### src/rtl/sadc_pkg.sv
package sadc_pkg;

  typedef struct packed {
    logic loadTx;
    logic shiftTx;
    logic clearTx;
    logic sampleRx;
    logic captureRx;
  } dpCtrl_t;

  typedef enum logic [2:0] {
    ST_IDLE,
    ST_LEAD,
    ST_LOW,
    ST_HIGH,
    ST_TRAIL,
    ST_GAP
  } frameState_t;

endpackage

### src/rtl/sadc_ctrl.sv
module sadc_ctrl
  import sadc_pkg::*;
#(
  parameter int WORD_W    = 12,
  parameter int HALF_CYC  = 7,
  parameter int LEAD_CYC  = 8,
  parameter int TRAIL_CYC = 8,
  parameter int GAP_W     = 8
) (
  input  logic             clk,
  input  logic             rstN,
  input  logic             startReq,
  input  logic [1:0]       opMode,
  input  logic [GAP_W-1:0] gapCycles,
  output logic             busy,
  output logic             done,
  output logic             sclk,
  output logic             txFrameN,
  output logic             rxFrameN,
  output dpCtrl_t          dp
);

  localparam int MAX_A  = (LEAD_CYC > TRAIL_CYC) ? LEAD_CYC : TRAIL_CYC;
  localparam int MAX_B  = (MAX_A > HALF_CYC) ? MAX_A : HALF_CYC;
  localparam int GAP_MX = (2 ** GAP_W) - 1;
  localparam int MAX_C  = (MAX_B > GAP_MX) ? MAX_B : GAP_MX;
  localparam int CNT_W  = $clog2(MAX_C + 1);
  localparam int BIT_W  = (WORD_W > 1) ? $clog2(WORD_W) : 1;

  frameState_t      state, stateNxt;
  logic [CNT_W-1:0] cnt, cntNxt;
  logic [BIT_W-1:0] bitCnt, bitNxt;
  logic [GAP_W-1:0] gapReg, gapNxt;
  logic             combo, comboNxt;
  logic             inRx, inRxNxt;
  logic             sclkNxt, txNxt, rxNxt, busyNxt, doneNxt;
  logic             cntZero, lastBit;

  assign cntZero = (cnt == '0);
  assign lastBit = (bitCnt == BIT_W'(WORD_W - 1));

  always_comb begin
    stateNxt = state;
    cntNxt   = cnt;
    bitNxt   = bitCnt;
    gapNxt   = gapReg;
    comboNxt = combo;
    inRxNxt  = inRx;
    sclkNxt  = sclk;
    txNxt    = txFrameN;
    rxNxt    = rxFrameN;
    busyNxt  = busy;
    doneNxt  = 1'b0;
    dp       = '0;
    case (state)
      ST_IDLE: begin
        if (startReq) begin
          busyNxt  = 1'b1;
          comboNxt = opMode[1];
          gapNxt   = gapCycles;
          bitNxt   = '0;
          cntNxt   = CNT_W'(LEAD_CYC - 1);
          stateNxt = ST_LEAD;
          if (!opMode[1] && opMode[0]) begin
            inRxNxt = 1'b1;
            rxNxt   = 1'b0;
          end else begin
            inRxNxt   = 1'b0;
            txNxt     = 1'b0;
            dp.loadTx = 1'b1;
          end
        end
      end
      ST_LEAD, ST_HIGH: begin
        if (cntZero) begin
          sclkNxt     = 1'b0;
          dp.sampleRx = inRx;
          cntNxt      = CNT_W'(HALF_CYC - 1);
          stateNxt    = ST_LOW;
        end else begin
          cntNxt = cnt - CNT_W'(1);
        end
      end
      ST_LOW: begin
        if (cntZero) begin
          sclkNxt = 1'b1;
          if (lastBit) begin
            cntNxt   = CNT_W'(TRAIL_CYC - 1);
            stateNxt = ST_TRAIL;
          end else begin
            bitNxt     = bitCnt + BIT_W'(1);
            dp.shiftTx = !inRx;
            cntNxt     = CNT_W'(HALF_CYC - 1);
            stateNxt   = ST_HIGH;
          end
        end else begin
          cntNxt = cnt - CNT_W'(1);
        end
      end
      ST_TRAIL: begin
        if (cntZero) begin
          txNxt      = 1'b1;
          rxNxt      = 1'b1;
          dp.clearTx = !inRx;
          if (!inRx && combo) begin
            cntNxt   = CNT_W'(gapReg);
            stateNxt = ST_GAP;
          end else begin
            dp.captureRx = inRx;
            doneNxt      = 1'b1;
            busyNxt      = 1'b0;
            stateNxt     = ST_IDLE;
          end
        end else begin
          cntNxt = cnt - CNT_W'(1);
        end
      end
      ST_GAP: begin
        if (cntZero) begin
          rxNxt    = 1'b0;
          inRxNxt  = 1'b1;
          bitNxt   = '0;
          cntNxt   = CNT_W'(LEAD_CYC - 1);
          stateNxt = ST_LEAD;
        end else begin
          cntNxt = cnt - CNT_W'(1);
        end
      end
      default: stateNxt = ST_IDLE;
    endcase
  end

  always_ff @(posedge clk or negedge rstN) begin
    if (!rstN) begin
      state    <= ST_IDLE;
      cnt      <= '0;
      bitCnt   <= '0;
      gapReg   <= '0;
      combo    <= 1'b0;
      inRx     <= 1'b0;
      sclk     <= 1'b1;
      txFrameN <= 1'b1;
      rxFrameN <= 1'b1;
      busy     <= 1'b0;
      done     <= 1'b0;
    end else begin
      state    <= stateNxt;
      cnt      <= cntNxt;
      bitCnt   <= bitNxt;
      gapReg   <= gapNxt;
      combo    <= comboNxt;
      inRx     <= inRxNxt;
      sclk     <= sclkNxt;
      txFrameN <= txNxt;
      rxFrameN <= rxNxt;
      busy     <= busyNxt;
      done     <= doneNxt;
    end
  end

  AST_FRAMES_EXCLUSIVE: assert property (@(posedge clk) disable iff (!rstN)
    !(!txFrameN && !rxFrameN));
  AST_IDLE_SCLK_HIGH: assert property (@(posedge clk) disable iff (!rstN)
    (txFrameN && rxFrameN) |-> sclk);
  AST_DONE_SINGLE: assert property (@(posedge clk) disable iff (!rstN)
    done |=> !done);
  AST_BUSY_IN_FRAME: assert property (@(posedge clk) disable iff (!rstN)
    (!txFrameN || !rxFrameN) |-> busy);
  AST_DONE_FREES: assert property (@(posedge clk) disable iff (!rstN)
    done |-> (!busy && txFrameN && rxFrameN));

endmodule

### src/rtl/sadc_datapath.sv
module sadc_datapath
  import sadc_pkg::*;
#(
  parameter int WORD_W = 12
) (
  input  logic              clk,
  input  logic              rstN,
  input  dpCtrl_t           dp,
  input  logic [WORD_W-1:0] ctrlWord,
  input  logic              dataFromAdc,
  output logic              dataToAdc,
  output logic [WORD_W-1:0] rxWord
);

  logic [WORD_W-1:0] txShift;
  logic [WORD_W-1:0] rxShift;

  always_ff @(posedge clk or negedge rstN) begin
    if (!rstN) begin
      txShift <= '0;
    end else if (dp.loadTx) begin
      txShift <= ctrlWord;
    end else if (dp.clearTx) begin
      txShift <= '0;
    end else if (dp.shiftTx) begin
      txShift <= {txShift[WORD_W-2:0], 1'b0};
    end
  end

  always_ff @(posedge clk or negedge rstN) begin
    if (!rstN) begin
      rxShift <= '0;
      rxWord  <= '0;
    end else begin
      if (dp.sampleRx) rxShift <= {rxShift[WORD_W-2:0], dataFromAdc};
      if (dp.captureRx) rxWord <= rxShift;
    end
  end

  assign dataToAdc = txShift[WORD_W-1];

  AST_LOAD_EXCLUSIVE: assert property (@(posedge clk) disable iff (!rstN)
    dp.loadTx |-> !(dp.shiftTx || dp.clearTx));
  AST_RX_HOLDS: assert property (@(posedge clk) disable iff (!rstN)
    !dp.captureRx |=> $stable(rxWord));

endmodule

### src/rtl/sadc_frame_master.sv
module sadc_frame_master
  import sadc_pkg::*;
#(
  parameter int WORD_W    = 12,
  parameter int HALF_CYC  = 7,
  parameter int LEAD_CYC  = 8,
  parameter int TRAIL_CYC = 8,
  parameter int GAP_W     = 8
) (
  input  logic              clk,
  input  logic              rstN,
  input  logic              startReq,
  input  logic [1:0]        opMode,
  input  logic [GAP_W-1:0]  gapCycles,
  input  logic [WORD_W-1:0] ctrlWord,
  output logic              busy,
  output logic              done,
  output logic [WORD_W-1:0] rxWord,
  output logic              sclk,
  output logic              txFrameN,
  output logic              rxFrameN,
  output logic              dataToAdc,
  input  logic              dataFromAdc
);

  dpCtrl_t dpCtl;

  sadc_ctrl #(
    .WORD_W(WORD_W), .HALF_CYC(HALF_CYC), .LEAD_CYC(LEAD_CYC),
    .TRAIL_CYC(TRAIL_CYC), .GAP_W(GAP_W)
  ) u_ctrl (
    .clk(clk), .rstN(rstN), .startReq(startReq), .opMode(opMode),
    .gapCycles(gapCycles), .busy(busy), .done(done), .sclk(sclk),
    .txFrameN(txFrameN), .rxFrameN(rxFrameN), .dp(dpCtl)
  );

  sadc_datapath #(.WORD_W(WORD_W)) u_dp (
    .clk(clk), .rstN(rstN), .dp(dpCtl), .ctrlWord(ctrlWord),
    .dataFromAdc(dataFromAdc), .dataToAdc(dataToAdc), .rxWord(rxWord)
  );

  AST_TX_STABLE_AT_FALL: assert property (@(posedge clk) disable iff (!rstN)
    (!txFrameN && $fell(sclk)) |-> $stable(dataToAdc));
  AST_TX_QUIET: assert property (@(posedge clk) disable iff (!rstN)
    txFrameN |-> !dataToAdc);

endmodule

### config.mk
export PLATFORM = sky130hd
export DESIGN_NAME = sadc_frame_master
export DESIGN_NICKNAME = d
export VERILOG_FILES = /design/src/rtl/sadc_pkg.sv /design/src/rtl/sadc_ctrl.sv /design/src/rtl/sadc_datapath.sv /design/src/rtl/sadc_frame_master.sv
export SDC_FILE = /design/constraint.sdc
export NUM_CORES = 1
export LEC_CHECK = 0
export ABC_AREA = 0
export BUFFER_PORTS_ARGS = -buffer_cell sky130_fd_sc_hd__buf_2
export CORE_MARGIN = 2
export CORE_UTILIZATION = 35
export CTS_BUF_LIST = sky130_fd_sc_hd__clkbuf_4 sky130_fd_sc_hd__clkbuf_8
export DETAILED_ROUTE_END_ITERATION = 10
export GPL_TIMING_DRIVEN = 0
export PLACE_DENSITY = 0.64
export REMOVE_ABC_BUFFERS = 1
export SETUP_SLACK_MARGIN = 0.4
export SLEW_MARGIN = 20
export SYNTH_ARGS = -nofsm -noshare
export SYNTH_HDL_FRONTEND = slang
export SYNTH_SLANG_ARGS = --single-unit
export TNS_END_PERCENT = 1
### constraint.sdc
create_clock -name clk -period 2.8 [get_ports clk]
set_input_delay 0.28 -clock clk [delete_from_list [all_inputs] [get_ports clk]]
set_output_delay 0.28 -clock clk [all_outputs]
set_load 0.1 [all_outputs]
* Word level (Yosys, flattened, before mapping) *
Index checks and enable logic that the tools add are counted.

storage, ports and cells
  register bits after elaboration = 66
  bits in latches = 0
  bits in writable memories = 0
  ROM bits = 0
  bits of input ports = 26
  output and inout bits = 18
  word-level logic and storage cells = 111
  memories kept = 0

cells by class
  add/sub/neg operators = 2
  multiply operators = 0
  divide/modulo/power cells = 0
  order comparisons = 0
  equality and inequality tests = 16
  shift operators = 0
  multiplexer cells = 56
  bitwise operators = 0
  reduce and logical (&&, ||, !) cells = 23

operators with widths
  cell                                                                      number
  8-bit two-way mux                                                         6
  8-bit one-hot mux with 5 select lines                                     1
  12-bit two-way mux                                                        3
  1-bit two-way mux                                                         28
  3-bit two-way mux                                                         7
  4-bit two-way mux                                                         4
  3-bit one-hot mux with 5 select lines                                     1
  5-bit AND reduction                                                       3
  4-bit one-hot mux with 3 select lines                                     1
  2-bit by 1-bit inequality test with 1-bit output (second input constant)  5
  3-bit AND reduction                                                       3
  3-bit nonzero test                                                        3
  8-bit zero test                                                           1
  2-bit inequality test (second input constant)                             4
  1-bit one-hot mux with 2 select lines                                     4
  4-bit AND reduction                                                       2
  8-bit by 1-bit subtractor with 8-bit output (second input constant)       1
  3-bit by 2-bit == test with 1-bit output (second input constant)          2
  3-bit == test (second input constant)                                     2
  2-bit nonzero test                                                        3
  5-bit nonzero test                                                        1
  4-bit by 1-bit adder with 4-bit output (second input constant)            1
  4-bit == test (second input constant)                                     1
  3-bit by 1-bit == test with 1-bit output (second input constant)          1
  7 further kinds                                                           9

* Depth between registers and ports, before layout *
Gate-level depths: netlist of the first run.

  depth in word-level cells = 7
  gate-level depth with buffers = 8
  gate-level depth less buffers = 6

* By module *
Synthesis of the first run repeated with hierarchy kept, for this count alone.

unflattened totals
  cell total of the unflattened synthesis = 307
  area, all modules = 3260.6 um^2

modules (own cells, without submodules)
  module         times used  cells an instance  area each (um^2)  seq. area each (um^2)
  sadc_ctrl      1           205                1801.7            754.5
  sadc_datapath  1           102                1458.9            900.9

* Worst setup path after synthesis of the first run *
Ideal clock, no wire load.

  path kind = flip-flop to flip-flop
  from = register u_ctrl.cnt[0]
  to = register u_ctrl.cnt[1]
  library setup time = 125 ps
  arrival = 2200 ps
  required time = 2675 ps
  setup slack = 475 ps
  cell stages (with the launch flop) = 9
  path buffers = 2
  clock period less this slack = 2325 ps
  cell sequence = dfrtp_1 -> inv_1 -> ha_1 -> or4b_4 -> buf_6 -> nor4_4 -> or2_1 -> buf_6 -> mux2_4

between the ends
  cells in the longest elaborated chain, start to end = 3
  elaborated cells on any way between the ends = 9
  classes of those cells = 1 x add/sub; 1 x eq/ne; 5 x mux; 2 x reduce/logical

RTL lines
  item                                                                                   line              RTL
  start, declared                                                                        sadc_ctrl.sv:31   logic [CNT_W-1:0] cnt, cntNxt;
  start signal, assigned                                                                 sadc_ctrl.sv:148  cnt <= cntNxt;
  8-bit by 1-bit subtractor with 8-bit output / 8-bit zero test (equally long branches)  -
  8-bit two-way mux (tied with other cells)                                              sadc_ctrl.sv:119  if (cntZero) begin
  8-bit one-hot mux with 5 select lines / 3-bit AND reduction (equally long branches)    -

Parallel ways exist; a longest one is shown, timed or not.
A chain may end at the register's enable or synchronous reset.

* Worst setup path in the final report of the first run *
  from = register u_ctrl.cnt[0]
  to = register u_ctrl.cnt[7]

Same word-level chain as after synthesis.

==> summary.md, run 1 <==
| Metric | Value |
|---|---|
| Worst-path maximum fanout | `5` |
| Share of cells above drive strength 1 | `34.7%` |
| Maximum number of pins on one net before global-route repair | `51` |
| Kind of critical path | `reg -> reg` |
| Clk_skew | `0.00805 ns` |
| RD Place Congestion | `0.922` |
| Final layout net count | `363` |
| Fraction of synthesized cell area taken by the top area cell type | `49.5%` |
| Crit path max-delay family | `simple AND/OR/NAND/NOR gates` |
| Vias/cell | `5.47` |
| Total negative slack | `0 ns` |
| Cell Pwr Density | `530 nW/um^2` |
| Most common cell in the netlist | `dfrtp_1` |
| Ant. Diodes | `0` |
| Die span in y | `99.4 um` |
| Clock sinks | `66` |
| Normalized max-slew margin | `53.3%` |
| Slew @ Worst Pin | `0.697 ns` |
| Syn avg cell area | `11.1 um^2` |
| Leakage power | `1.68 nW` |
| Seq. cell area | `1660 um^2` |
| Worst path max stage delay | `0.58 ns` |
| Initial Util | `36.4%` |
| ANT nets after route | `0` |
| Post-DP HPWL | `4870 um` |
| Place WS | `-0.0135 ns` |
| Die Area | `9880 um^2` |
| Filler instances | `845` |
| Initial antenna violation count | `0` |
| Synth unique cells | `45` |
| Post-synthesis sequential area ratio | `51.9%` |
| Setup ws final | `0.434 ns` |
| DP Area | `3520 um^2` |
| Status | `complete, no violations` |
| PortBufs | `43` |
| Hold crit path type | `in -> reg` |
| Area of the multi-input gates | `1500 um^2` |
| Area growth syn-to-layout | `19.2%` |
| FFs w/ async S/R, synth | `100%` |
| Max clock buf depth | `2` |
| Ys flop type | `dfrtp_1` |
| Fin util | `43.3%` |
| Max-cap violations | `0` |
| Rows | `34` |
| EDFF count, synth | `0` |
| Max-slew violations | `0` |
| Top cells by count, synth | `dfrtp_1 (63), mux2_2 (33), a21oi_1 (23)` |
| Die width | `99.4 um` |
| Drt total wl | `7180 um` |
| Worst endpoint required time | `3.06 ns` |
| Total grt overflow | `0` |
| Final Cycle Share | `84.5%` |
| Clock buffer count from CTS | `9` |
| Vias | `2452` |
| Critical Path Slowest Stage Cell | `or4b_4` |
| Final Instance Area | `3800 um^2` |
| First-pass GRT wire length | `11900 um` |
| Final hold vios | `0` |
| First-pass DRT Iterations | `4` |
| DR DRC count | `0` |
| Post-Syn Area | `3190 um^2` |
| CTS tree | `done` |
| CP endpoint kind | `flip-flop` |
| Synth area leader | `dfrtp_1` |
| CP Buf/Inv Count | `1` |
| Clk_lat worst skew | `0.35 ns` |
| RSZ-0062 raised after global routing | `yes` |
| Cells along the critical path | `inv_1 > ha_1 > or4b_4 > nor3_1 > a221oi_1 > o31ai_1` |
| Synth area leaders | `dfrtp_1 (49%), mux2_2 (12%), a21oi_1 (3.6%), o21ai_0 (3.5%), dfstp_2 (2.5%)` |
| Fmax | `423 MHz` |
| Clk pin slew, worst setup/hold paths | `0.08 ns` |
| Vias in the first global route | `2434` |
| H-tree Lvls | `3` |
| Synthesis Warnings | `0` |
| Core area | `8760 um^2` |
| Min cycle time layout | `2.37 ns` |
| Crit start category | `flip-flop` |
| Post-Syn Instances | `288` |
| Final setup viols | `0` |
| Clock root buffer | `clkbuf_8` |
| Max IR drop VDD | `380 uV` |
| WL/cell | `16.0 um` |
| GRT Total Usage | `15.3%` |
| Drt initial violations | `178` |
| Crit path DAT | `2.63 ns` |
| Synth Register Bits | `66` |
| Io pins | `44` |
-- worst paths after layout --
path / cells past startpoint / slack [ns] / endpoint / start
setup reg to reg: 6 / 0.43 / u_ctrl.cnt[7]$_DFFE_PN0P_ / u_ctrl.cnt[0]$_DFFE_PN0P_
min in group asynchronous: 2 / 0.34 / u_dp.txShift[8]$_DFFE_PN0P_ / rstN
hold / removal: 3 / 0.13 / u_dp.txShift[0]$_DFFE_PN0P_ / ctrlWord[0]
setup / recovery: 6 / 0.43 / u_ctrl.cnt[7]$_DFFE_PN0P_ / u_ctrl.cnt[0]$_DFFE_PN0P_
max in group asynchronous: 3 / 1.89 / u_ctrl.sclk$_DFFE_PN1P_ / rstN
hold reg to reg: 1 / 0.50 / u_dp.rxWord[7]$_DFFE_PN0P_ / u_dp.rxWord[7]$_DFFE_PN0P_
-- routing by layer --
metal  share of wire (%)  global-route usage (%)  vias to the layer above
met3                 6.0                    4.99                       11
met1                  46                    20.9                     1209
li1                    -                       -                     1158
met4                 1.4                    5.58                        0
met5                   0                       0                        -
met2                  46                    22.7                       74
-- cell usage in the layout (no fill, tap or decap), types with 2 or more instances in the layout --
cell and count:
a21oi_1 23, o31ai_1 7, nor2b_1 5, nor4b_4 2, o22ai_1 4, inv_1 7, or3b_2 2, a211oi_1 3
a2bb2oi_1 2, nor3_1 4, and3b_1 2, a22oi_1 4, a32oi_1 2, o21ai_0 22, clkinv_4 4, nor3b_1 3
a221oi_1 3, o21ai_1 2, nor4_4 2, ha_1 2, nand2b_1 7, dfrtp_1 62, nand3_1 4, or4_1 4
nand2_1 12, nor4_1 2, mux2i_1 2, nor2_1 20, clkbuf_8 9, buf_2 42, a31oi_1 3, or3_1 4
mux2_2 33, dfstp_2 3, buf_4 5
-- worst min-delay path, cell delays in order --
cell and delay (ns):
buf_2 0.07, nand2_1 0.04, o21ai_0 0.05
-- cell type report --
cell class	count	area share, %
clock inverter	7	1.65
sequential	66	43.6
tap	108	3.56
timing repair buffer	50	7.81
multi-input combinational	201	39.4
clock buffer	9	3.26
inverter	7	0.692
-- registers in the layout, indices dropped and copies added (netlist names) --
register	cells
u_ctrl.gapReg	8
u_ctrl.combo	1
u_ctrl.sclk	1
u_ctrl.rxFrameN	1
u_ctrl.bitCnt	4
u_ctrl.inRx	1
u_dp.rxShift	12
u_ctrl.busy	1
u_dp.txShift	12
u_ctrl.txFrameN	1
u_ctrl.done	1
u_dp.rxWord	12
u_ctrl.cnt	8
u_ctrl.state	3
-- per-stage QoR --
stage,total power [W],hold slack (ns),cells
floorplan,0.00118,-0.0156,274
finish,0.00201,0.130,448
CTS,0.00203,0.115,445
global placement,0.00124,0.480,425
detailed placement,0.00126,0.181,428
global route,0.00210,0.148,448
-- where the power goes --
| group | total [W] | leakage, nW | switching [W] | internal, W |
|---|---|---|---|---|
| Clock | 0.000761 | 0.0919 | 0.000425 | 0.000336 |
| Sequential | 0.00104 | 0.837 | 0.0000435 | 0.000994 |
| Combinational | 0.000214 | 0.752 | 0.000122 | 0.0000918 |
-- what timing repair did --
action | in CTS | in global routing
endpoints found under the setup margin | 46 | 51
gates resized for setup | 3 | 8
endpoints found under the hold margin | 16 | 0
pin swaps | 0 | 2
hold buffers | 1 | 0
buffers inserted | 0 | 3
-- logic make-up after synthesis --
kind of cell	share of synthesized area (%)
AND/OR/NAND/NOR	15.5
multiplexers	13.1
adder cells (fa/ha/maj)	0.785
flip-flops	51.9
AO/OA/AOI/OAI	15.4
buffers and inverters	3.30
Note: power is estimated with default switching activity, not from simulation.
==> run 2, diff against run 1 <==
ABC_AREA = 1   (was 0)
PLACE_DENSITY = 0.66   (was 0.64)
clock period = 1.9 ns   (was 2.8 ns; I/O delays follow)
==> summary.md, run 2 <==
| Metric | Value |
|---|---|
| Seq. cell area | `1660 um^2 (+0.15%)` |
| Crit path DAT | `1.82 ns (-0.81 ns)` |
| Final Cycle Share | `83.2% (-1.3 points)` |
| Synth area leaders | `dfrtp_1 (49%), nand2_1 (18%), o21ai_0 (5.9%), inv_1 (5.3%), nand3_1 (4.0%)` |
| Total design power | `0.00537 W (+170%)` |
| Fmax | `633 MHz (+50%)` |
| Synthesis Warnings | `0 (unchanged)` |
| Clock root buffer | `clkbuf_8` |
| Non-Filler Instances | `592 (+32%)` |
| Clock buffer count from CTS | `9 (unchanged)` |
| Post-Syn Area | `3240 um^2 (+1.8%)` |
| Hold crit path type | `in -> reg` |
| Status | `complete, no violations` |
| Initial Util | `35.6% (-0.75 points)` |
| DP Area | `3550 um^2 (+0.78%)` |
| FFs w/ async S/R, synth | `100% (unchanged)` |
| Filler instances | `911 (+7.8%)` |
| Kind of critical path | `reg -> reg` |
| Max-cap violations | `0 (unchanged)` |
| Hold slack final | `0.0500 ns (-0.0802 ns)` |
| Combinational share of power | `41.4% (+31 points)` |
| Syn avg cell area | `7.93 um^2 (-28%)` |
| Register share of total power | `38.7% (-13 points)` |
| Cell Pwr Density | `1320 nW/um^2 (+150%)` |
| GRT Total Usage | `16.4% (+1.1 points)` |
| Core area | `9110 um^2 (+3.9%)` |
| Ys flop type | `dfrtp_1` |
| Crit path from | `u_ctrl.cnt[1]$_DFFE_PN0P_` |
| Most frequent cells in the layout | `nand2_1 (149), dfrtp_1 (60), inv_1 (42), buf_2 (42), o21ai_0 (37)` |
| Int Power | `0.00309 W (+120%)` |
| Flop2flop setup slack | `0.32 ns (-0.11 ns)` |
| Vias | `2835 (+16%)` |
| ANT nets after route | `0 (unchanged)` |
| Post-synthesis sequential area ratio | `51.0% (-0.92 points)` |
| Share of cells above drive strength 1 | `26.8% (-7.9 points)` |
| Leading cell type in the layout, fill and taps excluded | `nand2_1` |
| Vias in the first global route | `2802 (+15%)` |
| PortBufs | `43 (unchanged)` |
| Drt total wl | `7440 um (+3.7%)` |
| Post-Syn Instances | `409 (+42%)` |
| Synth unique cells | `29 (-36%)` |
| Final layout net count | `505 (+39%)` |
| RD Place Congestion | `0.850 (-7.8%)` |
| Sw frac | `42.5% (+13 points)` |
| Final Instance Area | `4060 um^2 (+6.8%)` |
| Worst-path maximum fanout | `5 (unchanged)` |
| Top cells by count, synth | `nand2_1 (152), dfrtp_1 (63), inv_1 (46)` |
| Clk_skew | `0.00819 ns (+0.000139 ns)` |
| Normalized max-slew margin | `66.6% (+13 points)` |
| Reg2reg path depth | `9 (+3)` |
| Ant. Diodes | `0 (unchanged)` |
| Final hold vios | `0 (unchanged)` |
| Fraction of synthesized cell area taken by the top area cell type | `48.6% (-0.88 points)` |
| Placed cell count | `554 (+29%)` |
| Min cycle time layout | `1.58 ns (-0.786 ns)` |
| Clk_lat worst skew | `0.35 ns (about the same)` |
| First-pass GRT wire length | `13100 um (+9.5%)` |
| Worst endpoint required time | `2.14 ns (-0.92 ns)` |
| CP endpoint kind | `flip-flop` |
| Area growth syn-to-layout | `25.0%` |
| Max IR drop VDD | `446 uV (+17%)` |
| H-tree Lvls | `3 (unchanged)` |
| Max-slew violations | `0 (unchanged)` |
| Clk pin slew, worst setup/hold paths | `0.07 ns (about the same)` |
| DR DRC count | `0 (unchanged)` |
| Largest registers | `u_dp.rxShift x12, u_dp.rxWord x12, u_dp.txShift x12` |
| Maximum number of pins on one net before global-route repair | `35 (-31%)` |
| Setup crit end | `u_ctrl.cnt[3]$_DFFE_PN0P_` |
| Die span in y | `100 um (+0.87%)` |
| Crit start category | `flip-flop` |
| Leakage power | `2.05 nW (+22%)` |
| RSZ-0062 raised after global routing | `yes` |
| Vias/cell | `4.79 (-13%)` |
| Max clock buf depth | `2 (unchanged)` |
| WL/cell | `12.6 um (-21%)` |
| Post-DP HPWL | `4780 um (-1.9%)` |
| Rows | `35 (+2.9%)` |
| Slew @ Worst Pin | `0.505 ns (-0.192 ns)` |
| EDFF count, synth | `0 (unchanged)` |
| Total grt overflow | `0 (unchanged)` |
| Die width | `100 um (+0.87%)` |
| Clock sinks | `66 (unchanged)` |
| Most common cell in the netlist | `nand2_1` |
| Synth Register Bits | `66 (unchanged)` |
| First-pass DRT Iterations | `4 (unchanged)` |
| Drt initial violations | `146 (-18%)` |
| Synth area leader | `dfrtp_1` |
| R2R Path End | `u_ctrl.cnt[3]$_DFFE_PN0P_` |
| Area of the multi-input gates | `1480 um^2 (-1.3%)` |
| Clock share of power | `19.8% (-18 points)` |
| CTS tree | `done` |
| Reg2reg start | `u_ctrl.cnt[1]$_DFFE_PN0P_` |
| Psw | `0.00228 W (+290%)` |
| Final setup viols | `0 (unchanged)` |
| Initial antenna violation count | `0 (unchanged)` |
| Die Area | `10100 um^2 (+1.7%)` |
| Io pins | `44 (unchanged)` |
| Min-delay src | `gapCycles[3]` |
## run 2: cell count changes in the layout (fill, tap and decap cells not counted), sizes merged, moves of 7 or more
cell	previous run	this run
nand2b	7	0
o21ai	24	44
buf	49	62
a21oi	23	4
nand3	6	30
nor2	21	34
mux2	35	0
nand2	12	160
inv	9	51
## run 2: logic make-up (layout without fill, tap and decap cells)
kind of cell,after synthesis,after routing,share of synthesized area (%)
and+or+nand+nor,227,231,31.3
DFF,66,66,51.0
buffers and inverters,61,129,8.10
AOI/OAI and AO/OA,50,50,7.98
xor gates and xnor gates,3,3,0.810
adders and majority gates,2,2,0.771
## run 2: worst min path at each step
stage / depth (start not counted) / slack (ns) / to
final: 3 / 0.05 / u_ctrl.gapReg[3]$_DFFE_PN0P_
after global routing: 3 / 0.04 / u_dp.txShift[5]$_DFFE_PN0P_
after CTS: 3 / 0.04 / u_ctrl.gapReg[4]$_DFFE_PN0P_
after detailed placement: 1 / 0.16 / u_ctrl.gapReg[1]$_DFFE_PN0P_
after global placement: 3 / 0.40 / u_ctrl.gapReg[5]$_DFFE_PN0P_
after floorplan: 0 / -0.11 / u_ctrl.bitCnt[0]$_DFFE_PN0P_
## run 2: critical path, stage by stage (launching register included)
cell,delay [ns]
dfrtp_1,0.40
inv_2,0.09
ha_4,0.15
nand3_2,0.11
nor2_4,0.20
nand3_2,0.15
nand2_4,0.11
inv_1,0.11
nand2_1,0.09
nand2_1,0.05
## run 2: metal layers
layer | vias up | global-route usage [%] | share of wire [%]
met1 | 1345 | 20.9 | 44
met5 | - | 0 | 0
met4 | 0 | 3.79 | 1.2
li1 | 1423 | - | -
met2 | 59 | 27.2 | 50
met3 | 8 | 5.43 | 5.3
## run 2: what timing repair did
item                       in CTS  in global routing
setup endpoints to repair      59                 56
setup buffers                  18                  0
gates resized for setup        34                  1
hold buffers                    1                  0
cloned                          4                  0
hold endpoints to repair       30                  0
pin swaps                       8                  1
## run 2: area by class of cell
class	count	share of cell area (%)
repair buffers	63	9.94
well taps	111	3.42
multi-input cells	286	36.5
clock inverters	4	0.710
clock buffers	11	3.58
inverters	51	4.97
flip-flops and latches	66	40.9
## run 2: metrics by stage
step | setup TNS [ns] | util [%] | setup slack (ns)
3_3_place_gp | -2.15 | 38.7 | -0.123
4_1_cts | 0 | 44.5 | 0.341
6_report | 0 | 44.5 | 0.320
3_5_place_dp | -4.26 | 39.0 | -0.184
5_1_grt | 0 | 44.5 | 0.197
2_1_floorplan | 0 | - | 0.240
## run 2: power by group through the flow
stage | registers [W] | clock network [W] | logic (W)
CTS | 0.00207 | 0.00109 | 0.00221
detailed placement | 0.00207 | 0 | 0.00183
global route | 0.00213 | 0.00115 | 0.00253
global placement | 0.00206 | 0 | 0.00179
floorplan | 0.00219 | 0 | 0.00130
finish | 0.00208 | 0.00107 | 0.00222
==> run 3, diff against run 2 <==
ABC_AREA = 0   (was 1)
PLACE_DENSITY = 0.64   (was 0.66)
clock period = 1.56 ns   (was 1.9 ns; I/O delays follow)
==> summary.md, run 3 (same netlist as run 1, synthesis figures left out) <==
| Metric | Value |
|---|---|
| Setup ws final | `-0.537 ns (-0.857 ns)` |
| PortBufs | `43 (unchanged)` |
| Final hold vios | `0 (unchanged)` |
| Leading cell type in the layout, fill and taps excluded | `dfrtp_1` |
| Initial antenna violation count | `0 (unchanged)` |
| Share of cells above drive strength 1 | `42.3% (+16 points)` |
| Worst hold path depth | `2 (-1)` |
| Min cycle time layout | `2.10 ns (+0.517 ns)` |
| Drt total wl | `8150 um (+9.4%)` |
| Ant. Diodes | `0 (unchanged)` |
| Clock sinks | `66 (unchanged)` |
| Total design power | `0.00371 W (-31%)` |
| Vias in the first global route | `2675 (-4.5%)` |
| Status | `finished, violations left` |
| Most frequent cells in the layout | `dfrtp_1 (58), buf_2 (25), mux2_2 (23)` |
| DR DRC count | `0 (unchanged)` |
| Largest registers | `u_dp.rxShift x12, u_dp.rxWord x12, u_dp.txShift x12` |
| RD Place Congestion | `0.922 (+8.5%)` |
| Die Area | `9880 um^2 (-1.7%)` |
| Filler instances | `797 (-13%)` |
| CP endpoint kind | `flip-flop` |
| Maximum number of pins on one net before global-route repair | `51 (+46%)` |
| Clock buffer count from CTS | `9 (unchanged)` |
| Final layout net count | `375 (-26%)` |
| Non-Filler Instances | `460 (-22%)` |
| Die span in y | `99.4 um (-0.86%)` |
| First-pass GRT wire length | `13400 um (+2.3%)` |
| H-tree Lvls | `3 (unchanged)` |
| Total grt overflow | `0 (unchanged)` |
| Kind of critical path | `reg -> reg` |
| CTS tree | `done` |
| First-pass DRT Iterations | `4 (unchanged)` |
| Slew @ Worst Pin | `0.827 ns (+0.322 ns)` |
| Clock root buffer | `clkbuf_8` |
| Fin util | `48.4% (+3.9 points)` |
| Initial Util | `36.4% (+0.75 points)` |
| Hold crit path type | `in -> reg` |
| Drt initial violations | `211 (+45%)` |
| Failing checks | `negative setup slack` |
| Final setup viols | `57 (+57)` |
| Crit path DAT | `2.33 ns (+0.51 ns)` |
| Normalized max-slew margin | `44.4% (-22 points)` |
| Final Cycle Share | `134% (+51 points)` |
| Crit start category | `flip-flop` |
| GRT Total Usage | `17.0% (+0.59 points)` |
| Clk_skew | `0.0117 ns (+0.00351 ns)` |
| Place WS | `-1.25 ns (-1.07 ns)` |
| Vias | `2598 (-8.4%)` |
| Die width | `99.4 um (-0.86%)` |
| Max-slew violations | `0 (unchanged)` |
| Placed cell count | `428 (-23%)` |
| Rows | `34 (-2.9%)` |
| Cell Pwr Density | `874 nW/um^2 (-34%)` |
| Hold slack final | `0.0357 ns (-0.0143 ns)` |
| Post-DP HPWL | `4870 um (+1.9%)` |
| RSZ-0062 raised after global routing | `yes` |
| Worst endpoint required time | `1.79 ns (-0.35 ns)` |
| Vias/cell | `5.65 (+18%)` |
| Reg2reg path depth | `6 (-3)` |
| Core area | `8760 um^2 (-3.8%)` |
| Worst-path maximum fanout | `5 (unchanged)` |
| ANT nets after route | `0 (unchanged)` |
| Leakage power | `1.83 nW (-11%)` |
| Clk pin slew, worst setup/hold paths | `0.08 ns (about the same)` |
| Max-cap violations | `0 (unchanged)` |
| Io pins | `44 (unchanged)` |
| WL/cell | `17.7 um (+41%)` |
| Fmax | `477 MHz (-25%)` |
| Max clock buf depth | `2 (unchanged)` |
| Max IR drop VDD | `684 uV (+53%)` |
| Area growth syn-to-layout | `33.1%` |
| Clk_lat worst skew | `0.35 ns (about the same)` |
## run 3: changes by cell type in the layout (fill, tap and decap cells not counted), moves of 16 or more
cell,before,now
nand2_1,149,12
inv_1,42,5
o21ai_0,37,21
mux2_2,0,23
a21oi_1,4,20
buf_2,42,25
nand3_1,25,2
## run 3: routing by layer
metal	track usage [%]	part of all wire (%)	vias to the layer above
li1	-	-	1188
met1	22.4	45	1265
met2	26.2	46	119
met3	4.85	6.3	26
met4	7.27	2.6	0
met5	0	0	-
## run 3: repair_timing
| item | 4_1_cts | 5_1_grt |
|---|---|---|
| endpoints found under the setup margin | 84 | 76 |
| hold buffers | 2 | 0 |
| resized for setup | 75 | 29 |
| pin swaps | 12 | 9 |
| hold endpoints to repair | 64 | 0 |
| cloned | 1 | 0 |
| buffers inserted | 13 | 0 |
## run 3: worst paths after layout
kind | start | to | slack [ns]
worst max-delay path | u_ctrl.cnt[1]$_DFFE_PN0P_ | u_ctrl.cnt[1]$_DFFE_PN0P_ | -0.54
worst min register to register | u_dp.rxShift[11]$_DFFE_PN0P_ | u_dp.rxShift[11]$_DFFE_PN0P_ | 0.52
worst max register to register | u_ctrl.cnt[1]$_DFFE_PN0P_ | u_ctrl.cnt[1]$_DFFE_PN0P_ | -0.54
worst min-delay path | gapCycles[6] | u_ctrl.gapReg[6]$_DFFE_PN0P_ | 0.04
max in group asynchronous | rstN | u_ctrl.sclk$_DFFE_PN1P_ | 0.77
min in group asynchronous | rstN | u_ctrl.cnt[4]$_DFFE_PN0P_ | 0.22
## run 3: area by class of cell
| cell class | instances | area (um^2) | area share [%] |
|---|---|---|---|
| inverters | 7 | 26.3 | 0.619 |
| repair buffers | 61 | 568 | 13.4 |
| clock buffers | 9 | 124 | 2.92 |
| multi-input cells | 202 | 1660 | 39.2 |
| flip-flops and latches | 66 | 1660 | 39.2 |
| clock inverters | 7 | 62.6 | 1.47 |
| well taps | 108 | 135 | 3.18 |
## run 3: critical path, stage by stage, from the launching register on
cell     delay (ns)
dfrtp_1        0.42
inv_2          0.08
ha_4           0.13
or4b_4         0.55
nor4_4         0.31
or2_4          0.20
mux2_4         0.30
## run 3: where the power goes
group	switching (W)	total, W	internal (W)
logic	0.000258	0.000475	0.000217
registers	0.0000812	0.00187	0.00179
clock network	0.000763	0.00137	0.000604
## run 3: through the flow
stage	TNS, ns	area (um^2)
2_1_floorplan	-38.47	3110
3_3_place_gp	-72.70	3460
3_5_place_dp	-58.20	3520
4_1_cts	-20.43	4110
5_1_grt	-25.48	4240
6_report	-21.92	4240
